`config.mk`:
```
export PLATFORM = sky130hd
export DESIGN_NAME = i2c_addr_rx
export DESIGN_NICKNAME = d
export VERILOG_FILES = /design/src/rtl/i2c_rx_pkg.sv /design/src/rtl/i2c_line_sync.sv /design/src/rtl/i2c_bit_engine.sv /design/src/rtl/i2c_status_regs.sv /design/src/rtl/i2c_addr_rx.sv
export SDC_FILE = /design/constraint.sdc
export NUM_CORES = 1
export LEC_CHECK = 0
export ABC_AREA = 1
export CORE_MARGIN = 3
export CORE_UTILIZATION = 55
export DETAILED_ROUTE_END_ITERATION = 12
export DONT_BUFFER_PORTS = 1
export PLACE_DENSITY = 0.78
export SYNTH_ARGS = -nofsm -noshare
export SYNTH_HDL_FRONTEND = slang
export SYNTH_HIERARCHICAL = 1
export SYNTH_SLANG_ARGS = --single-unit
```
`constraint.sdc`:
```
create_clock -name clk -period 3.24 [get_ports clk]
set_input_delay 0.486 -clock clk [delete_from_list [all_inputs] [get_ports clk]]
set_output_delay 0.486 -clock clk [all_outputs]
set_load 0.03 [all_outputs]
```
`src/rtl/i2c_rx_pkg.sv`:
```
package i2c_rx_pkg;
  localparam int BYTE_W = 8;
  localparam int CNT_W  = $clog2(BYTE_W + 2);
  localparam logic [4:0] TENBIT_TAG = 5'b11110;

  typedef enum logic [2:0] {
    PH_IDLE,
    PH_FIRST,
    PH_LOW,
    PH_DATA,
    PH_SKIP
  } phase_e;

  typedef struct packed {
    logic load;
    logic ovf;
    logic flag;
    logic upd;
    logic rw_we;
    logic rw_val;
  } rx_evt_t;
endpackage

```
`src/rtl/i2c_line_sync.sv`:
```
module i2c_line_sync #(
  parameter int STAGES = 2
) (
  input  logic clk,
  input  logic rst,
  input  logic line_i,
  output logic level_o,
  output logic rise_o,
  output logic fall_o
);
  logic [STAGES-1:0] sync_q;
  logic              prev_q;

  // Idle bus is high: reset to 1 so no edge appears on release.
  always_ff @(posedge clk) begin
    if (rst) begin
      sync_q <= '1;
      prev_q <= 1'b1;
    end else begin
      sync_q <= {sync_q[STAGES-2:0], line_i};
      prev_q <= sync_q[STAGES-1];
    end
  end

  assign level_o = sync_q[STAGES-1];
  assign rise_o  = sync_q[STAGES-1] & ~prev_q;
  assign fall_o  = ~sync_q[STAGES-1] & prev_q;
endmodule

```
`src/rtl/i2c_bit_engine.sv`:
```
module i2c_bit_engine
  import i2c_rx_pkg::*;
(
  input  logic              clk,
  input  logic              rst,
  input  logic              ten_bit_i,
  input  logic              scl_lvl_i,
  input  logic              scl_rise_i,
  input  logic              scl_fall_i,
  input  logic              sda_lvl_i,
  input  logic              sda_rise_i,
  input  logic              sda_fall_i,
  input  logic [BYTE_W-1:0] addr_i,
  input  logic              bf_i,
  input  logic              ov_i,
  output logic              sda_oe_o,
  output rx_evt_t           evt_o,
  output logic [BYTE_W-1:0] byte_o
);
  localparam logic [CNT_W-1:0] LAST_BIT = CNT_W'(BYTE_W);
  localparam logic [CNT_W-1:0] ACK_BIT  = CNT_W'(BYTE_W + 1);

  phase_e            phase_q, next_c;
  logic [BYTE_W-1:0] sr_q;
  logic [CNT_W-1:0]  cnt_q;
  logic              sda_oe_q, take_q, upd_q, tenb_q;

  logic start_c, stop_c, dec_c, ack_end_c;
  logic hi_tag_c, match_hi_c, hit_c, upd_c, rwhit_c, low_c, accept_c;

  assign start_c   = sda_fall_i & scl_lvl_i;
  assign stop_c    = sda_rise_i & scl_lvl_i;
  assign dec_c     = scl_fall_i & (cnt_q == LAST_BIT);
  assign ack_end_c = scl_fall_i & (cnt_q == ACK_BIT);

  assign hi_tag_c   = (sr_q[BYTE_W-1 -: 5] == TENBIT_TAG);
  assign match_hi_c = (sr_q[BYTE_W-1:1] == addr_i[BYTE_W-1:1]);

  // Ownership decision for the byte just shifted in.
  always_comb begin
    hit_c   = 1'b0;
    upd_c   = 1'b0;
    rwhit_c = 1'b0;
    low_c   = 1'b0;
    next_c  = PH_SKIP;
    unique case (phase_q)
      PH_FIRST: begin
        if (!ten_bit_i) begin
          hit_c   = match_hi_c;
          rwhit_c = match_hi_c;
          next_c  = (match_hi_c && !sr_q[0]) ? PH_DATA : PH_SKIP;
        end else begin
          hit_c   = hi_tag_c && match_hi_c && (!sr_q[0] || tenb_q);
          rwhit_c = hit_c;
          upd_c   = hit_c && !sr_q[0];
          next_c  = (hit_c && !sr_q[0]) ? PH_LOW : PH_SKIP;
        end
      end
      PH_LOW: begin
        hit_c  = (sr_q == addr_i);
        upd_c  = hit_c;
        low_c  = hit_c;
        next_c = hit_c ? PH_DATA : PH_SKIP;
      end
      PH_DATA: begin
        hit_c  = 1'b1;
        next_c = PH_DATA;
      end
      default: begin
        next_c = PH_SKIP;
      end
    endcase
  end

  assign accept_c = hit_c & ~bf_i & ~ov_i;

  always_ff @(posedge clk) begin
    if (rst) begin
      phase_q  <= PH_IDLE;
      sr_q     <= '0;
      cnt_q    <= '0;
      sda_oe_q <= 1'b0;
      take_q   <= 1'b0;
      upd_q    <= 1'b0;
      tenb_q   <= 1'b0;
    end else if (start_c) begin
      phase_q  <= PH_FIRST;
      cnt_q    <= '0;
      sda_oe_q <= 1'b0;
      take_q   <= 1'b0;
      upd_q    <= 1'b0;
    end else if (stop_c) begin
      phase_q  <= PH_IDLE;
      cnt_q    <= '0;
      sda_oe_q <= 1'b0;
      take_q   <= 1'b0;
      upd_q    <= 1'b0;
      tenb_q   <= 1'b0;
    end else begin
      if (scl_rise_i && phase_q != PH_IDLE) begin
        if (cnt_q < LAST_BIT) begin
          sr_q  <= {sr_q[BYTE_W-2:0], sda_lvl_i};
          cnt_q <= cnt_q + 1'b1;
        end else if (cnt_q == LAST_BIT) begin
          cnt_q <= ACK_BIT;
        end
      end
      if (dec_c) begin
        phase_q  <= next_c;
        sda_oe_q <= accept_c;
        take_q   <= hit_c;
        upd_q    <= upd_c & accept_c;
        if (low_c) tenb_q <= 1'b1;
      end
      if (ack_end_c) begin
        sda_oe_q <= 1'b0;
        take_q   <= 1'b0;
        upd_q    <= 1'b0;
        cnt_q    <= '0;
      end
    end
  end

  assign sda_oe_o     = sda_oe_q;
  assign byte_o       = sr_q;
  assign evt_o.load   = dec_c & accept_c;
  assign evt_o.ovf    = dec_c & hit_c & bf_i & ~ov_i;
  assign evt_o.rw_we  = dec_c & rwhit_c;
  assign evt_o.rw_val = sr_q[0];
  assign evt_o.flag   = ack_end_c & take_q;
  assign evt_o.upd    = ack_end_c & upd_q;
endmodule

```
`src/rtl/i2c_status_regs.sv`:
```
module i2c_status_regs
  import i2c_rx_pkg::*;
(
  input  logic              clk,
  input  logic              rst,
  input  rx_evt_t           evt_i,
  input  logic [BYTE_W-1:0] byte_i,
  input  logic              addr_we_i,
  input  logic [BYTE_W-1:0] addr_wdata_i,
  input  logic              buf_rd_i,
  input  logic              flag_clr_i,
  input  logic              ov_clr_i,
  output logic [BYTE_W-1:0] addr_o,
  output logic [BYTE_W-1:0] buf_o,
  output logic              bf_o,
  output logic              ov_o,
  output logic              flag_o,
  output logic              ua_o,
  output logic              rw_o
);
  always_ff @(posedge clk) begin
    if (rst) begin
      addr_o <= '0;
      buf_o  <= '0;
      bf_o   <= 1'b0;
      ov_o   <= 1'b0;
      flag_o <= 1'b0;
      ua_o   <= 1'b0;
      rw_o   <= 1'b0;
    end else begin
      if (addr_we_i) addr_o <= addr_wdata_i;
      if (evt_i.load) buf_o <= byte_i;

      if (evt_i.load)    bf_o <= 1'b1;
      else if (buf_rd_i) bf_o <= 1'b0;

      if (evt_i.ovf)     ov_o <= 1'b1;
      else if (ov_clr_i) ov_o <= 1'b0;

      if (evt_i.flag)      flag_o <= 1'b1;
      else if (flag_clr_i) flag_o <= 1'b0;

      // SCL is held low while set, so no new set can meet a write.
      if (addr_we_i)      ua_o <= 1'b0;
      else if (evt_i.upd) ua_o <= 1'b1;

      if (evt_i.rw_we) rw_o <= evt_i.rw_val;
    end
  end
endmodule

```
`src/rtl/i2c_addr_rx.sv`:
```
module i2c_addr_rx
  import i2c_rx_pkg::*;
#(
  parameter int SYNC_STAGES = 2
) (
  input  logic              clk,
  input  logic              rst,
  input  logic              ten_bit_mode,
  input  logic              scl_i,
  input  logic              sda_i,
  output logic              scl_oe,
  output logic              sda_oe,
  input  logic              addr_we,
  input  logic [BYTE_W-1:0] addr_wdata,
  input  logic              buf_rd,
  input  logic              flag_clr,
  input  logic              ov_clr,
  output logic [BYTE_W-1:0] rx_buf,
  output logic              buf_full,
  output logic              overflow,
  output logic              irq_flag,
  output logic              upd_addr,
  output logic              rw_bit
);
  logic scl_lvl, scl_rise, scl_fall;
  logic sda_lvl, sda_rise, sda_fall;
  logic [BYTE_W-1:0] addr_q, shift_byte;
  rx_evt_t evt;

  i2c_line_sync #(.STAGES(SYNC_STAGES)) u_scl_sync (
    .clk(clk), .rst(rst), .line_i(scl_i),
    .level_o(scl_lvl), .rise_o(scl_rise), .fall_o(scl_fall)
  );

  i2c_line_sync #(.STAGES(SYNC_STAGES)) u_sda_sync (
    .clk(clk), .rst(rst), .line_i(sda_i),
    .level_o(sda_lvl), .rise_o(sda_rise), .fall_o(sda_fall)
  );

  i2c_bit_engine u_engine (
    .clk(clk), .rst(rst), .ten_bit_i(ten_bit_mode),
    .scl_lvl_i(scl_lvl), .scl_rise_i(scl_rise), .scl_fall_i(scl_fall),
    .sda_lvl_i(sda_lvl), .sda_rise_i(sda_rise), .sda_fall_i(sda_fall),
    .addr_i(addr_q), .bf_i(buf_full), .ov_i(overflow),
    .sda_oe_o(sda_oe), .evt_o(evt), .byte_o(shift_byte)
  );

  i2c_status_regs u_status (
    .clk(clk), .rst(rst), .evt_i(evt), .byte_i(shift_byte),
    .addr_we_i(addr_we), .addr_wdata_i(addr_wdata),
    .buf_rd_i(buf_rd), .flag_clr_i(flag_clr), .ov_clr_i(ov_clr),
    .addr_o(addr_q), .buf_o(rx_buf), .bf_o(buf_full), .ov_o(overflow),
    .flag_o(irq_flag), .ua_o(upd_addr), .rw_o(rw_bit)
  );

  assign scl_oe = upd_addr;
endmodule

```
* After elaboration in Yosys (flattened, before gate mapping)
Index checks and enable logic that the tools add are counted.
** Storage, ports and cells
- Register bits :: 46
- Bits of input ports :: 17
- Word-level logic and storage cells :: 101
** Operators by class
- $add $sub $neg :: 1
- Order comparisons :: 1
- Bitwise logic cells :: 26
- Equal/unequal tests :: 8
- Multiplexer cells :: 25
- Reduce and logical (&&, ||, !) cells :: 21
** Operators with widths (count)
- 1-bit bitwise AND :: 18
- 1-bit two-way mux :: 16
- 3-bit two-way mux :: 4
- 2-bit nonzero test :: 6
- 3-bit case mux with 3 select lines :: 1
- 4-bit equality test (second input constant) :: 2
- 8-bit equality test :: 1
- 4-bit two-way mux :: 2
- 1-bit inverter :: 8
- 7-bit equality test :: 1
- 3-bit by 2-bit equality test with 1-bit output (second input constant) :: 2
- 3-bit nonzero test :: 2
- 5-bit equality test (second input constant) :: 1
- 1-bit logical AND :: 5
- 4-bit by 1-bit adder with 4-bit output (second input constant) :: 1
- 4-bit < comparator (second input constant) :: 1
- 4-bit AND reduction :: 1
- 4-bit OR reduction :: 1
- 3-bit by 1-bit equality test with 1-bit output (second input constant) :: 1
- 1-bit case mux with 3 select lines :: 1
- 3-bit AND reduction :: 1
- 3-bit OR reduction :: 1
- 1-bit case mux with 2 select lines :: 1
- 2-bit AND reduction :: 1
- 3 further kinds :: 3

* Logic depth before layout (Yosys ltp)
- Word-level depth :: 10
- Gate-level depth with buffers :: 15
- Mapped depth without buffers :: 15

* Cells and area by module
Netlist, hierarchy kept.
** Modules (own cells, without submodules)
- i2c_bit_engine :: times used 1, seq. area each 380.4 um^2, cells each 175, area an instance 1192.4 um^2
- i2c_status_regs :: times used 1, seq. area each 420.4 um^2, cells each 91, area an instance 724.4 um^2
- i2c_line_sync :: times used 2, seq. area each 60.1 um^2, cells each 13, area an instance 97.6 um^2
- i2c_addr_rx :: times used 1, seq. area each 0.0 um^2, cells each 1, area an instance 7.5 um^2

* Worst setup path before layout
OpenSTA, ideal clock, no wires.
- Path type :: reg-to-reg
- Start :: register u_engine.sr_q[6] (netlist: u_engine/byte_o[6])
- End :: register u_status.buf_o[0]
- Cell stages (with the launch flop) :: 11
- Arrival time :: 1.432 ns
- Path buffers :: 0
- Period minus slack after synthesis :: 1.548 ns
- Setup slack :: 1.692 ns
- Required time :: 3.124 ns
- Library setup time :: 0.116 ns
- Cell sequence :: dfxtp_1 xnor2_1 nand3_1 nor2_4 o211ai_4 nand2_4 nand3_2 inv_1 inv_2 nor2_1 nor2_1
** RTL lines
- start, declared :: RTL line i2c_bit_engine.sv:24 : logic [BYTE_W-1:0] sr_q;
- start signal, assigned :: RTL line i2c_bit_engine.sv:102 : sr_q <= {sr_q[BYTE_W-2:0], sda_lvl_i};
- end signal, assigned :: RTL line i2c_status_regs.sv:32 : if (evt_i.load) buf_o <= byte_i;
- end, declared :: RTL line i2c_status_regs.sv:14 : output logic [BYTE_W-1:0] buf_o,

==> metrics.md <==
| Metric | Value |
|---|---|
| Initial Util | 60.2% |
| Ys flop type | dfxtp_1 |
| Die area | between 4000 and 5000 um2 |
| Syn Inst Count | roughly 290 |
| GR Overflow Total | 0 |
| R2R cell count | 12 |
| Startpoint types | flip-flop |
| Post-layout nets | about 320 |
| Avg WL per Cell | 12.4 um |
| Layout cell share with drive strength beyond 1 | 10.1% |
| Hold Crit Class | input port to flip-flop |
| CTS clk-pin slew, worst paths | 0.09 ns |
| Crit path cell chain | xnor2_1 > nand2_1 > nor2_1 > nand2_1 > nand2_1 > nand2_2 > nand2_4 > nand3_2 > inv_1 > inv_2 > nor2_1 > nor2_1 |
| Rows | 21 |
| Mapped Nets | about 310 |
| Drt total wl | between 4000 and 5000 um |
| Reg2reg end | u_status/buf_o[4] |
| Slew at the pin closest to its max-slew limit | 0.623 ns |
| Setup TNS | 0 ns |
| FFs w/ async S/R, synth | 0% |
| Vias per inst | 5.08 |
| Netlist cell types | 30 |
| Worst Setup Path Type | flip-flop to flip-flop |
| Hold-fix buffers, CTS | 0 |
| Clk Latency, worst-skew pair | 0.29 ns |
| Dpl cell area | 2130 um2 |
| Crit share post-route | between 50 and 60% |
| Kind of cell adding the most delay to the critical path | simple AND/OR/NAND/NOR gates |
| Gr usage total | between 20% and 30% |
| Yosys reg bits | 46 |
| Worst Setup End Kind | flip-flop |
| Fillers | 330 |
| Top Ports | 32 |
| Initial antenna violation count | 0 |
| Worst endpoint required time | roughly 3.4 ns |
| Total CTS buffers | 5 |
| Setup bufs post-CTS | 0 |
| Vias | 1738 |
| Number of synthesized flops with an enable pin | 0 |
| Fin. Hold Viols | 0 |
| Reg2reg start | u_engine/byte_o[6] |
| RSZ-0062 raised after global routing | false |
| Port bufs | 0 |
| Largest net degree at the start of global routing | 18 |
| DRT antenna net count | 0 |
| Post-route clock skew | 0.00651 ns |
| DRC | 0 |
| Clock buffer depth | 2 |
| PostCTS Resize Cnt | 0 |
| Area contributors post-synth | dfxtp_1, nor2_1, nand2_1 |
| Post-route minimum period | 1.83 ns |
| Hold depth | 1 |
| CTS Sinks | 46 |
| Synthesis warning total | 6 |
| Depth of the CTS H-tree | 2 |
| Syn Area/Cell | 7.23 um2 |
| CTS tree | done |
| Netlist Area Pre-Place | approximately 2100 um2 |
| 1st-iter DRT viols | 115 |
| Peak VDD IR | ~0.00033 V |
| Setup Viol. Count Final | 0 |
| Slew headroom | about three fifths |
| Final GP Congestion | 0.890 |
| R2R setup slack | 1.41 ns |
| Seq/Total Area, Yosys | 43.4% |
| First-pass GRT wire length | 7060 um |
| Synth top area share | between 40 and 50% |
| Max-slew violation count | 0 |
| DP Wirelength | about 3100 um |
| TritonRoute pass-1 iters | 5 |
| Die W | 68.1 um |
| Antenna diodes | 0 |
| Post-route design area | 2240 um2 |
| Critical Path Fanout Max | 9 |
| Vias in the first global route | 1601 |
| Outcome | finished clean |
| Power Dens Cells | between 400 and 500 nW/um2 |
| Most area-hungry cell type in the Yosys netlist | dfxtp_1 |
| Core Region | roughly 3500 um2 |
| Worst path arrival time | roughly 2 ns |
| Root Buffer | clkbuf_8 |
| Max Cap Violations | 0 |
| Die Span Y | 68.1 um |
| Most frequent cells after synthesis | nor2_1, nand2_1, dfxtp_1 |
| Leading cell type by number of instances after synthesis | nor2_1 |
| WHS Endpoint | u_status/ov_o |
| Critical Path Slowest Stage Cell | dfxtp_1 |
| Leak Pwr | between 1 and 1.5 nW |
| Largest stage delay, worst path | 0.44 ns |
| HP Start | rst |
| FMAX | 545 MHz |
| Levels on crit path | 12 |
| Crit path buffers/inverters | 2 |
| Area growth from synthesis to layout | 5.61% |
## power breakdown
part	internal (W)	switching (W)	total [W]	leakage, nW
Clock	0.000230	0.000186	0.000416	0.0514
Sequential	0.000576	0.00000880	0.000585	0.374
Combinational	0.0000218	0.0000433	0.0000651	0.597
## final cells by class
cell class | count | area [um2] | area share (%)
clock buffers | 6 | 72.6 | 3.24
clock inverters | 2 | 37.5 | 1.68
inverters | 50 | 188 | 8.38
multi-input cells | 192 | 962 | 43.0
flip-flops and latches | 46 | 921 | 41.1
well taps | 46 | 57.6 | 2.57
## layout by cell type, fill, tap and decap left out, types with 2 or more instances in the layout
| master | instances |
|---|---|
| nor2_2 | 2 |
| o21ai_1 | 6 |
| ha_1 | 3 |
| dfxtp_1 | 46 |
| inv_2 | 6 |
| nor3_1 | 3 |
| nand3_1 | 7 |
| o21ai_0 | 21 |
| nand2_1 | 52 |
| a21oi_1 | 19 |
| xnor2_1 | 2 |
| nand3_2 | 2 |
| nand2_2 | 3 |
| nor3_2 | 2 |
| nand4_1 | 2 |
| inv_1 | 44 |
| nor2_1 | 56 |
| clkbuf_8 | 5 |
| nand2_4 | 2 |
## per-layer routing
metal	wire (um)	part of all wire, %	GRT usage [%]	up-vias
met4	46	1.1	7.69	0
met5	0	0	0	-
met3	215	5.1	5.09	5
met1	1990	47	26.4	787
met2	1990	47	31.4	36
li1	-	-	-	910
## state kept, by name, indices dropped and copies added, names as in the netlist, 2 cells and up
signal             count
u_engine/byte_o        8
u_engine/cnt_q         4
u_engine/phase_q       3
u_scl_sync/sync_q      2
u_sda_sync/sync_q      2
u_status/addr_o        8
u_status/buf_o         8
## cell families (layout without fill, tap and decap cells)
family          after synthesis  in the layout  synth area share [%]
simple gates                135            135                  28.9
buf+inv                      55             58                  11.2
flops                        46             46                  43.4
compound gates               52             52                  13.9
fa+ha+maj                     3              3                  1.77
xor+xnor                      2              2                 0.827
## how the worst max path moves through the flow
stage	start	end	slack [ns]
floorplan	u_engine/byte_o[6]	u_status/buf_o[0]	1.69
global placement	u_engine/byte_o[6]	u_status/buf_o[4]	1.44
detailed placement	u_engine/byte_o[6]	u_status/buf_o[4]	1.42
CTS	u_engine/byte_o[6]	u_status/buf_o[4]	1.40
global route	u_engine/byte_o[5]	u_status/buf_o[4]	1.21
finish	u_engine/byte_o[6]	u_status/buf_o[4]	1.41
## worst register-to-register path: cells and delay by family, from the launching register on
family	cells	cell delay [ns]
simple gates	9	0.82
flops	1	0.44
buf+inv	2	0.31
xor+xnor	1	0.16
## metrics by stage
stage | std cells | hold WS [ns] | setup slack (ns) | util (%) | total power, W
final | 342 | 0.248 | 1.41 | 63.6 | 0.00107
after global routing | 342 | 0.235 | 1.21 | 63.6 | 0.00111
after CTS | 342 | 0.245 | 1.40 | 63.6 | 0.00107
after detailed placement | 334 | 0.397 | 1.42 | 60.4 | 0.000663
after global placement | 334 | 0.389 | 1.44 | 60.4 | 0.000661
after floorplan | 293 | 0.387 | 1.69 | - | 0.000653
Note: power is estimated with default switching activity, not from simulation.
